===== config.mk =====
export PLATFORM = sky130hd
export DESIGN_NAME = dlyphy_seq
export DESIGN_NICKNAME = d
export VERILOG_FILES = /design/src/rtl/dlyphy_pkg.sv /design/src/rtl/dlyphy_mode_dec.sv /design/src/rtl/dlyphy_lock_timer.sv /design/src/rtl/dlyphy_seq.sv
export SDC_FILE = /design/constraint.sdc
export NUM_CORES = 1
export LEC_CHECK = 0
export BUFFER_PORTS_ARGS = -buffer_cell sky130_fd_sc_hd__buf_2
export CAP_MARGIN = 40
export CORE_AREA = 8 8 93 95
export CTS_BUF_LIST = sky130_fd_sc_hd__clkbuf_4 sky130_fd_sc_hd__clkbuf_8 sky130_fd_sc_hd__clkbuf_16
export DETAILED_ROUTE_END_ITERATION = 7
export DIE_AREA = 0 0 101 103
export PLACE_DENSITY = 0.69
export REMOVE_ABC_BUFFERS = 1
export SLEW_MARGIN = 30
export SYNTH_ARGS = -nofsm -noshare
export SYNTH_HDL_FRONTEND = slang
export SYNTH_SLANG_ARGS = --single-unit

===== constraint.sdc =====
create_clock -name clk -period 2.6 [get_ports clk]
set_clock_uncertainty 0.1 [all_clocks]
set_input_delay 0.13 -clock clk [delete_from_list [all_inputs] [get_ports clk]]
set_output_delay 0.13 -clock clk [all_outputs]
set_load 0.01 [all_outputs]

===== src/rtl/dlyphy_pkg.sv =====
package dlyphy_pkg;
  localparam int MODE_W    = 4;
  localparam int OTAP_W    = 4;
  localparam int ITAP_W    = 5;
  localparam int TRIM_W    = 4;
  localparam int DRV_W     = 3;
  localparam int CBUF_W    = 3;
  localparam int FCODE_W   = 3;

  localparam logic [MODE_W-1:0] MODE_SLOW_MAX = 4'd4;
  localparam logic [MODE_W-1:0] MODE_STROBE   = 4'd10;

  localparam int MHZ_FULL    = 200;
  localparam int MHZ_HALF    = 100;
  localparam int MHZ_DLL_MIN = 50;

  localparam logic [FCODE_W-1:0] FCODE_FULL  = 3'd0;
  localparam logic [FCODE_W-1:0] FCODE_OTHER = 3'd4;

  typedef enum logic [3:0] {
    ST_IDLE, ST_OTAP, ST_DSEL, ST_FREQ, ST_TRIM, ST_DLLON, ST_WAIT,
    ST_CSEL, ST_WOPEN, ST_IWR, ST_WCLOSE, ST_CBUF
  } seq_st_t;
endpackage


===== src/rtl/dlyphy_mode_dec.sv =====
module dlyphy_mode_dec
  import dlyphy_pkg::*;
#(
  parameter int FREQ_2BIT = 1,
  parameter int MHZ_W     = 10
) (
  input  logic [MODE_W-1:0]  mode,
  input  logic [MHZ_W-1:0]   mhz,
  output logic               otap_on,
  output logic               use_dll,
  output logic               strobe_mode,
  output logic               sel50,
  output logic               sel100,
  output logic [FCODE_W-1:0] fcode
);
  logic is_full, is_half;

  assign is_full     = (mhz == MHZ_W'(MHZ_FULL));
  assign is_half     = (mhz == MHZ_W'(MHZ_HALF));
  assign otap_on     = (mode > MODE_SLOW_MAX);
  assign use_dll     = otap_on && (mhz >= MHZ_W'(MHZ_DLL_MIN));
  assign strobe_mode = (mode == MODE_STROBE);

  generate
    if (FREQ_2BIT != 0) begin : g_two_bit
      assign sel50  = !(is_full || is_half);
      assign sel100 = is_half;
      assign fcode  = '0;
    end else begin : g_three_bit
      assign sel50  = 1'b0;
      assign sel100 = 1'b0;
      assign fcode  = is_full ? FCODE_FULL : FCODE_OTHER;
    end
  endgenerate
endmodule


===== src/rtl/dlyphy_lock_timer.sv =====
module dlyphy_lock_timer #(
  parameter int LIMIT = 1000
) (
  input  logic clk,
  input  logic rst,
  input  logic run,
  output logic expired
);
  localparam int CNT_W = $clog2(LIMIT + 1);

  logic [CNT_W-1:0] cnt;

  assign expired = run && (cnt == CNT_W'(LIMIT - 1));

  always_ff @(posedge clk) begin
    if (rst)                  cnt <= '0;
    else if (run && !expired) cnt <= cnt + 1'b1;
    else                      cnt <= '0;
  end

  p_cnt_bound_r8: assert property (@(posedge clk) disable iff (rst)
    cnt < CNT_W'(LIMIT));
  p_idle_clear_r8: assert property (@(posedge clk) disable iff (rst)
    !run |=> cnt == '0);
endmodule


===== src/rtl/dlyphy_seq.sv =====
module dlyphy_seq
  import dlyphy_pkg::*;
#(
  parameter int FREQ_2BIT   = 1,
  parameter int STRB_W      = 4,
  parameter int TIMEOUT_CYC = 1000,
  parameter int MHZ_W       = 10
) (
  input  logic                clk,
  input  logic                rst,
  input  logic                start,
  input  logic [3:0]          mode,
  input  logic [MHZ_W-1:0]    clk_mhz,
  input  logic [3:0]          otap_in,
  input  logic [4:0]          itap_in,
  input  logic [STRB_W-1:0]   strobe_in,
  input  logic [3:0]          trim_in,
  input  logic [2:0]          drive_in,
  input  logic [2:0]          clkbuf_in,
  input  logic                dll_ready,
  output logic                busy,
  output logic                done,
  output logic                err,
  output logic                otap_en,
  output logic [3:0]          otap_sel,
  output logic [STRB_W-1:0]   strobe_sel,
  output logic                dll_en,
  output logic                freq_sel50,
  output logic                freq_sel100,
  output logic [2:0]          freq_code,
  output logic [3:0]          dll_trim,
  output logic [2:0]          drive_str,
  output logic                dly_tx_sel,
  output logic                dly_rx_sel,
  output logic                itap_win,
  output logic [4:0]          itap_sel,
  output logic [2:0]          clkbuf_sel
);
  seq_st_t st;

  logic [MODE_W-1:0] mode_q;
  logic [MHZ_W-1:0]  mhz_q;
  logic [OTAP_W-1:0] otap_q;
  logic [ITAP_W-1:0] itap_q;
  logic [STRB_W-1:0] strb_q;
  logic [TRIM_W-1:0] trim_q;
  logic [DRV_W-1:0]  drv_q;
  logic [CBUF_W-1:0] cbuf_q;

  logic otap_on, use_dll, strobe_mode, dec_sel50, dec_sel100;
  logic [FCODE_W-1:0] dec_fcode;
  logic lock_expired;

  dlyphy_mode_dec #(.FREQ_2BIT(FREQ_2BIT), .MHZ_W(MHZ_W)) u_dec (
    .mode(mode_q), .mhz(mhz_q), .otap_on(otap_on), .use_dll(use_dll),
    .strobe_mode(strobe_mode), .sel50(dec_sel50), .sel100(dec_sel100),
    .fcode(dec_fcode)
  );

  dlyphy_lock_timer #(.LIMIT(TIMEOUT_CYC)) u_timer (
    .clk(clk), .rst(rst), .run(st == ST_WAIT), .expired(lock_expired)
  );

  assign busy = (st != ST_IDLE);

  always_ff @(posedge clk) begin
    done <= 1'b0;
    err  <= 1'b0;
    if (rst) begin
      st          <= ST_IDLE;
      mode_q      <= '0;
      mhz_q       <= '0;
      otap_q      <= '0;
      itap_q      <= '0;
      strb_q      <= '0;
      trim_q      <= '0;
      drv_q       <= '0;
      cbuf_q      <= '0;
      otap_en     <= 1'b0;
      otap_sel    <= '0;
      strobe_sel  <= '0;
      dll_en      <= 1'b0;
      freq_sel50  <= 1'b0;
      freq_sel100 <= 1'b0;
      freq_code   <= '0;
      dll_trim    <= '0;
      drive_str   <= '0;
      dly_tx_sel  <= 1'b0;
      dly_rx_sel  <= 1'b0;
      itap_win    <= 1'b0;
      itap_sel    <= '0;
      clkbuf_sel  <= '0;
    end else begin
      unique case (st)
        ST_IDLE: if (start) begin
          mode_q <= mode;
          mhz_q  <= clk_mhz;
          otap_q <= otap_in;
          itap_q <= itap_in;
          strb_q <= strobe_in;
          trim_q <= trim_in;
          drv_q  <= drive_in;
          cbuf_q <= clkbuf_in;
          dll_en <= 1'b0;
          st     <= ST_OTAP;
        end
        ST_OTAP: begin
          otap_en  <= otap_on;
          otap_sel <= otap_q;
          if (strobe_mode) strobe_sel <= strb_q;
          st <= use_dll ? ST_DSEL : ST_CSEL;
        end
        ST_DSEL: begin
          dly_tx_sel <= 1'b0;
          dly_rx_sel <= 1'b0;
          st         <= ST_FREQ;
        end
        ST_FREQ: begin
          freq_sel50  <= dec_sel50;
          freq_sel100 <= dec_sel100;
          freq_code   <= dec_fcode;
          st          <= ST_TRIM;
        end
        ST_TRIM: begin
          dll_trim  <= trim_q;
          drive_str <= drv_q;
          st        <= ST_DLLON;
        end
        ST_DLLON: begin
          dll_en <= 1'b1;
          st     <= ST_WAIT;
        end
        ST_WAIT: begin
          if (dll_ready) st <= ST_CBUF;
          else if (lock_expired) begin
            err <= 1'b1;
            st  <= ST_IDLE;
          end
        end
        ST_CSEL: begin
          dly_tx_sel <= 1'b1;
          dly_rx_sel <= 1'b1;
          st         <= ST_WOPEN;
        end
        ST_WOPEN: begin
          itap_win <= 1'b1;
          st       <= ST_IWR;
        end
        ST_IWR: begin
          itap_sel <= itap_q;
          st       <= ST_WCLOSE;
        end
        ST_WCLOSE: begin
          itap_win <= 1'b0;
          st       <= ST_CBUF;
        end
        ST_CBUF: begin
          clkbuf_sel <= cbuf_q;
          done       <= 1'b1;
          st         <= ST_IDLE;
        end
        default: st <= ST_IDLE;
      endcase
    end
  end

  p_dll_off_first_r2: assert property (@(posedge clk) disable iff (rst)
    (st == ST_IDLE && start) |=> (!dll_en && $stable(otap_sel) && $stable(clkbuf_sel)));
  p_dll_not_with_chain_r5: assert property (@(posedge clk) disable iff (rst)
    $rose(dll_en) |-> (!dly_tx_sel && !dly_rx_sel));
  p_itap_in_window_r9: assert property (@(posedge clk) disable iff (rst)
    !$stable(itap_sel) |-> itap_win);
  p_done_err_excl_r8: assert property (@(posedge clk) disable iff (rst)
    !(done && err));
  p_done_ends_busy_r11: assert property (@(posedge clk) disable iff (rst)
    done |-> !busy);
  p_busy_start_ignored_r12: assert property (@(posedge clk) disable iff (rst)
    (busy && start && st != ST_CBUF && st != ST_WAIT) |=> busy);
endmodule


==> flow_summary.yaml <==
status:
  status: "complete, no violations"
detailed_routing:
  dr.pass1.iters: 4
  detail_route.iter0.violations: 127
  wire_per_inst_microns: 12.75
  drcViolationCount: 0
  routed_wl_microns: 7304
  vias: 2757
  ant_nets: 0
  via_per_inst: 4.812
global_route:
  grt_max_degree: 44
  grt-ovfl-total: 0
  antenna_found_initial: 0
  grt_usage_pct: 15.01
  grt_pass1_wl_microns: 12320
  grt_pass1_vias: 2655
worst_hold_path:
  min_to: "err$_SDFF_PP0_"
  worst_hold_path.num_cells: 3
  holdCritPathClass: "in2reg"
  hp-start: "dll_ready"
sta:
  fin_crit_sh_pct: 78.66
  worst_slew_pin_slew_ns: 0.7693
  fmax_ghz: 0.4890
  slew_violations: 0
  setup_violations: 0
  hold-worst-slack_ns: 0.02157
  finalCriticalPeriod_ns: 2.045
  hold_viol: 0
  relSlewSlack_pct: 48.71
  tns_ns: 0
  rsz0062_at_grt: "no"
pwr:
  power.leakage_nw: 1.738
  powerDensity_nw_per_um2: 806.1
  ir_drop_v: 0.0004231
  power_mw: 3.366
floorplanning:
  core_area_sq_um: 7137
  fp.dieH_microns: 103
  rows: 31
  pin_count: 77
  die_w_microns: 101
  fp.dieArea_sq_um: 10400
  start_util_pct: 44.23
setup_path:
  crit_path_max_incr_delay_ns: 0.59
  crit_family: "simple AND/OR/NAND/NOR gates"
  critPathBufInv: 0
  critPathLaunchType: "flop"
  path_max_fanout: 15
  ff2ff_setup_slack_ns: 0.55
  cp-end-kind: "flop"
  path_class: "reg2reg"
  crit_slowest_cell: "dfxtp_1"
  arrival_ns: 2.20
  crit_chain: "nor4b_4 > and3b_1 > a31oi_1 > a2111oi_2"
  critPathRequiredTime_ns: 2.76
  reg2reg_from: "st[0]$_SDFFE_PP0P_"
  r2r-end: "st[0]$_SDFFE_PP0P_"
  reg2reg_depth: 4
placement:
  dpl.hpwl_microns: 4812
  gp_congestion: 0.8566
  placedInstanceArea_sq_um: 3573
  io_buffers: 73
layout:
  mostFrequentLayoutCells: "nand2_1, dfxtp_1, buf_2, a21oi_1, nor2_1"
  final_common_cell: "nand2_1"
  final_area_sq_um: 4175
  final_layout_size_suffix_gt1_share_pct: 20.04
  multi_input_area_sq_um: 1389
  area_delta_synth_final_pct: 32.26
  n_fill_cell: 649
  nets: 511
  seq_area_sq_um: 1642
  diodes: 0
clock_tree:
  clk_pin_slew_ns: 0.08
  post_cts_buffers: 0
  clk_path_buf_depth: 2
  clk-insertion-delay-late_ns: 0.35
  cts_root_buffer: "clkbuf_8"
  clock_sinks: 82
  cts_made_buffers: 9
  cts_tree: "built"
  cts.htree.levels: 3
synthesis:
  synth-seq-cells: 82
  yosys_warnings: 0
  synth_top_flop_cell: "dfxtp_1"
  yosysSeqAreaShare_pct: 52.00
  syn_inst: 367
  async_reset_ff_share_pct: 0
  synth_area_per_cell_sq_um: 8.602
  synth_edf_count: 0
  yosysUniqueCellTypes: 39
  synthesis.area_sq_um: 3157
job:
  drv_cap: 0
through the flow:
stage	util, %	std cells	setup WS [ns]
global placement	50.07	520	0.5884
CTS	58.50	573	0.5433
detailed placement	50.07	520	0.5665
global route	58.50	573	0.3756
floorplan	-	345	0.7513
finish	58.50	573	0.5549
registers in the layout (all words and copies together), names as in the netlist, 3 cells and up:
register     flops
cbuf_q           3
u_timer.cnt     10
mhz_q           10
st               4
dll_trim         4
itap_q           5
drv_q            3
strb_q           4
mode_q           4
trim_q           4
strobe_sel       4
itap_sel         5
otap_sel         4
clkbuf_sel       3
drive_str        3
otap_q           4
synthesized netlist by cell type (4+ instances only):
cell	n	area (sq um)
a21oi_1	43	215.2
and3_1	4	25.02
buf_1	4	15.01
buf_4	4	30.03
clkbuf_1	13	48.80
dfxtp_1	82	1642
inv_1	5	18.77
mux2i_1	25	250.2
nand2_1	85	319.1
nand3_1	7	35.03
nor2_1	42	157.7
nor3_1	10	50.05
xnor2_1	6	52.55
worst max-delay path by stage:
stage,end,slack (ns),cells after the start,from
after CTS,st[0]$_SDFFE_PP0P_,0.54,4,st[0]$_SDFFE_PP0P_
after detailed placement,st[0]$_SDFFE_PP0P_,0.57,4,st[0]$_SDFFE_PP0P_
final,st[0]$_SDFFE_PP0P_,0.55,4,st[0]$_SDFFE_PP0P_
after floorplan,cbuf_q[0]$_SDFFE_PP0P_,0.75,4,st[2]$_SDFFE_PP0P_
after global routing,strobe_sel[0]$_SDFFE_PP0P_,0.38,4,st[0]$_SDFFE_PP0P_
after global placement,st[0]$_SDFFE_PP0P_,0.59,4,st[0]$_SDFFE_PP0P_
where the power goes:
| part | internal, mW | total [mW] | leakage, nW | switching, mW |
|---|---|---|---|---|
| combinational | 0.333 | 0.763 | 0.955 | 0.430 |
| sequential | 1.41 | 1.55 | 0.666 | 0.142 |
| clock | 0.585 | 1.05 | 0.118 | 0.467 |
| total | 2.33 | 3.37 | 1.74 | 1.04 |
tightest hold or removal path, cell delays in order:
cell and delay (ns):
buf_2 0.12, or3_1 0.13, nor3_1 0.05
metal layers:
layer	wire length [microns]	global-route usage, %	vias to the layer above
li1	-	-	1421
met1	3276	17.53	1259
met2	3535	24.55	71
met3	445	6.752	6
met4	47	3.780	0
met5	0	0	-
final cells by class:
type / count / area share [%]
multi-input cells: 258 / 33.26
flip-flops and latches: 82 / 39.32
clock buffers: 11 / 3.476
well taps: 99 / 2.967
inverters: 5 / 0.4495
repair buffers: 113 / 18.46
clock inverters: 5 / 2.068
cell families after synthesis:
group,after synthesis,share of synthesized area (%)
compound gates,56,9.790
buf+inv,29,4.241
mux,25,7.927
other cells,1,0.1188
fa+ha+maj,1,0.3963
xor+xnor,8,2.220
flops,82,52.00
simple gates,165,23.31
repair_timing:
item | 4_1_cts | 5_1_grt
hold buffers | 37 | 0
resized for setup | 0 | 0
hold endpoints to repair | 37 | 0
Note: power is estimated with default switching activity, not from simulation.
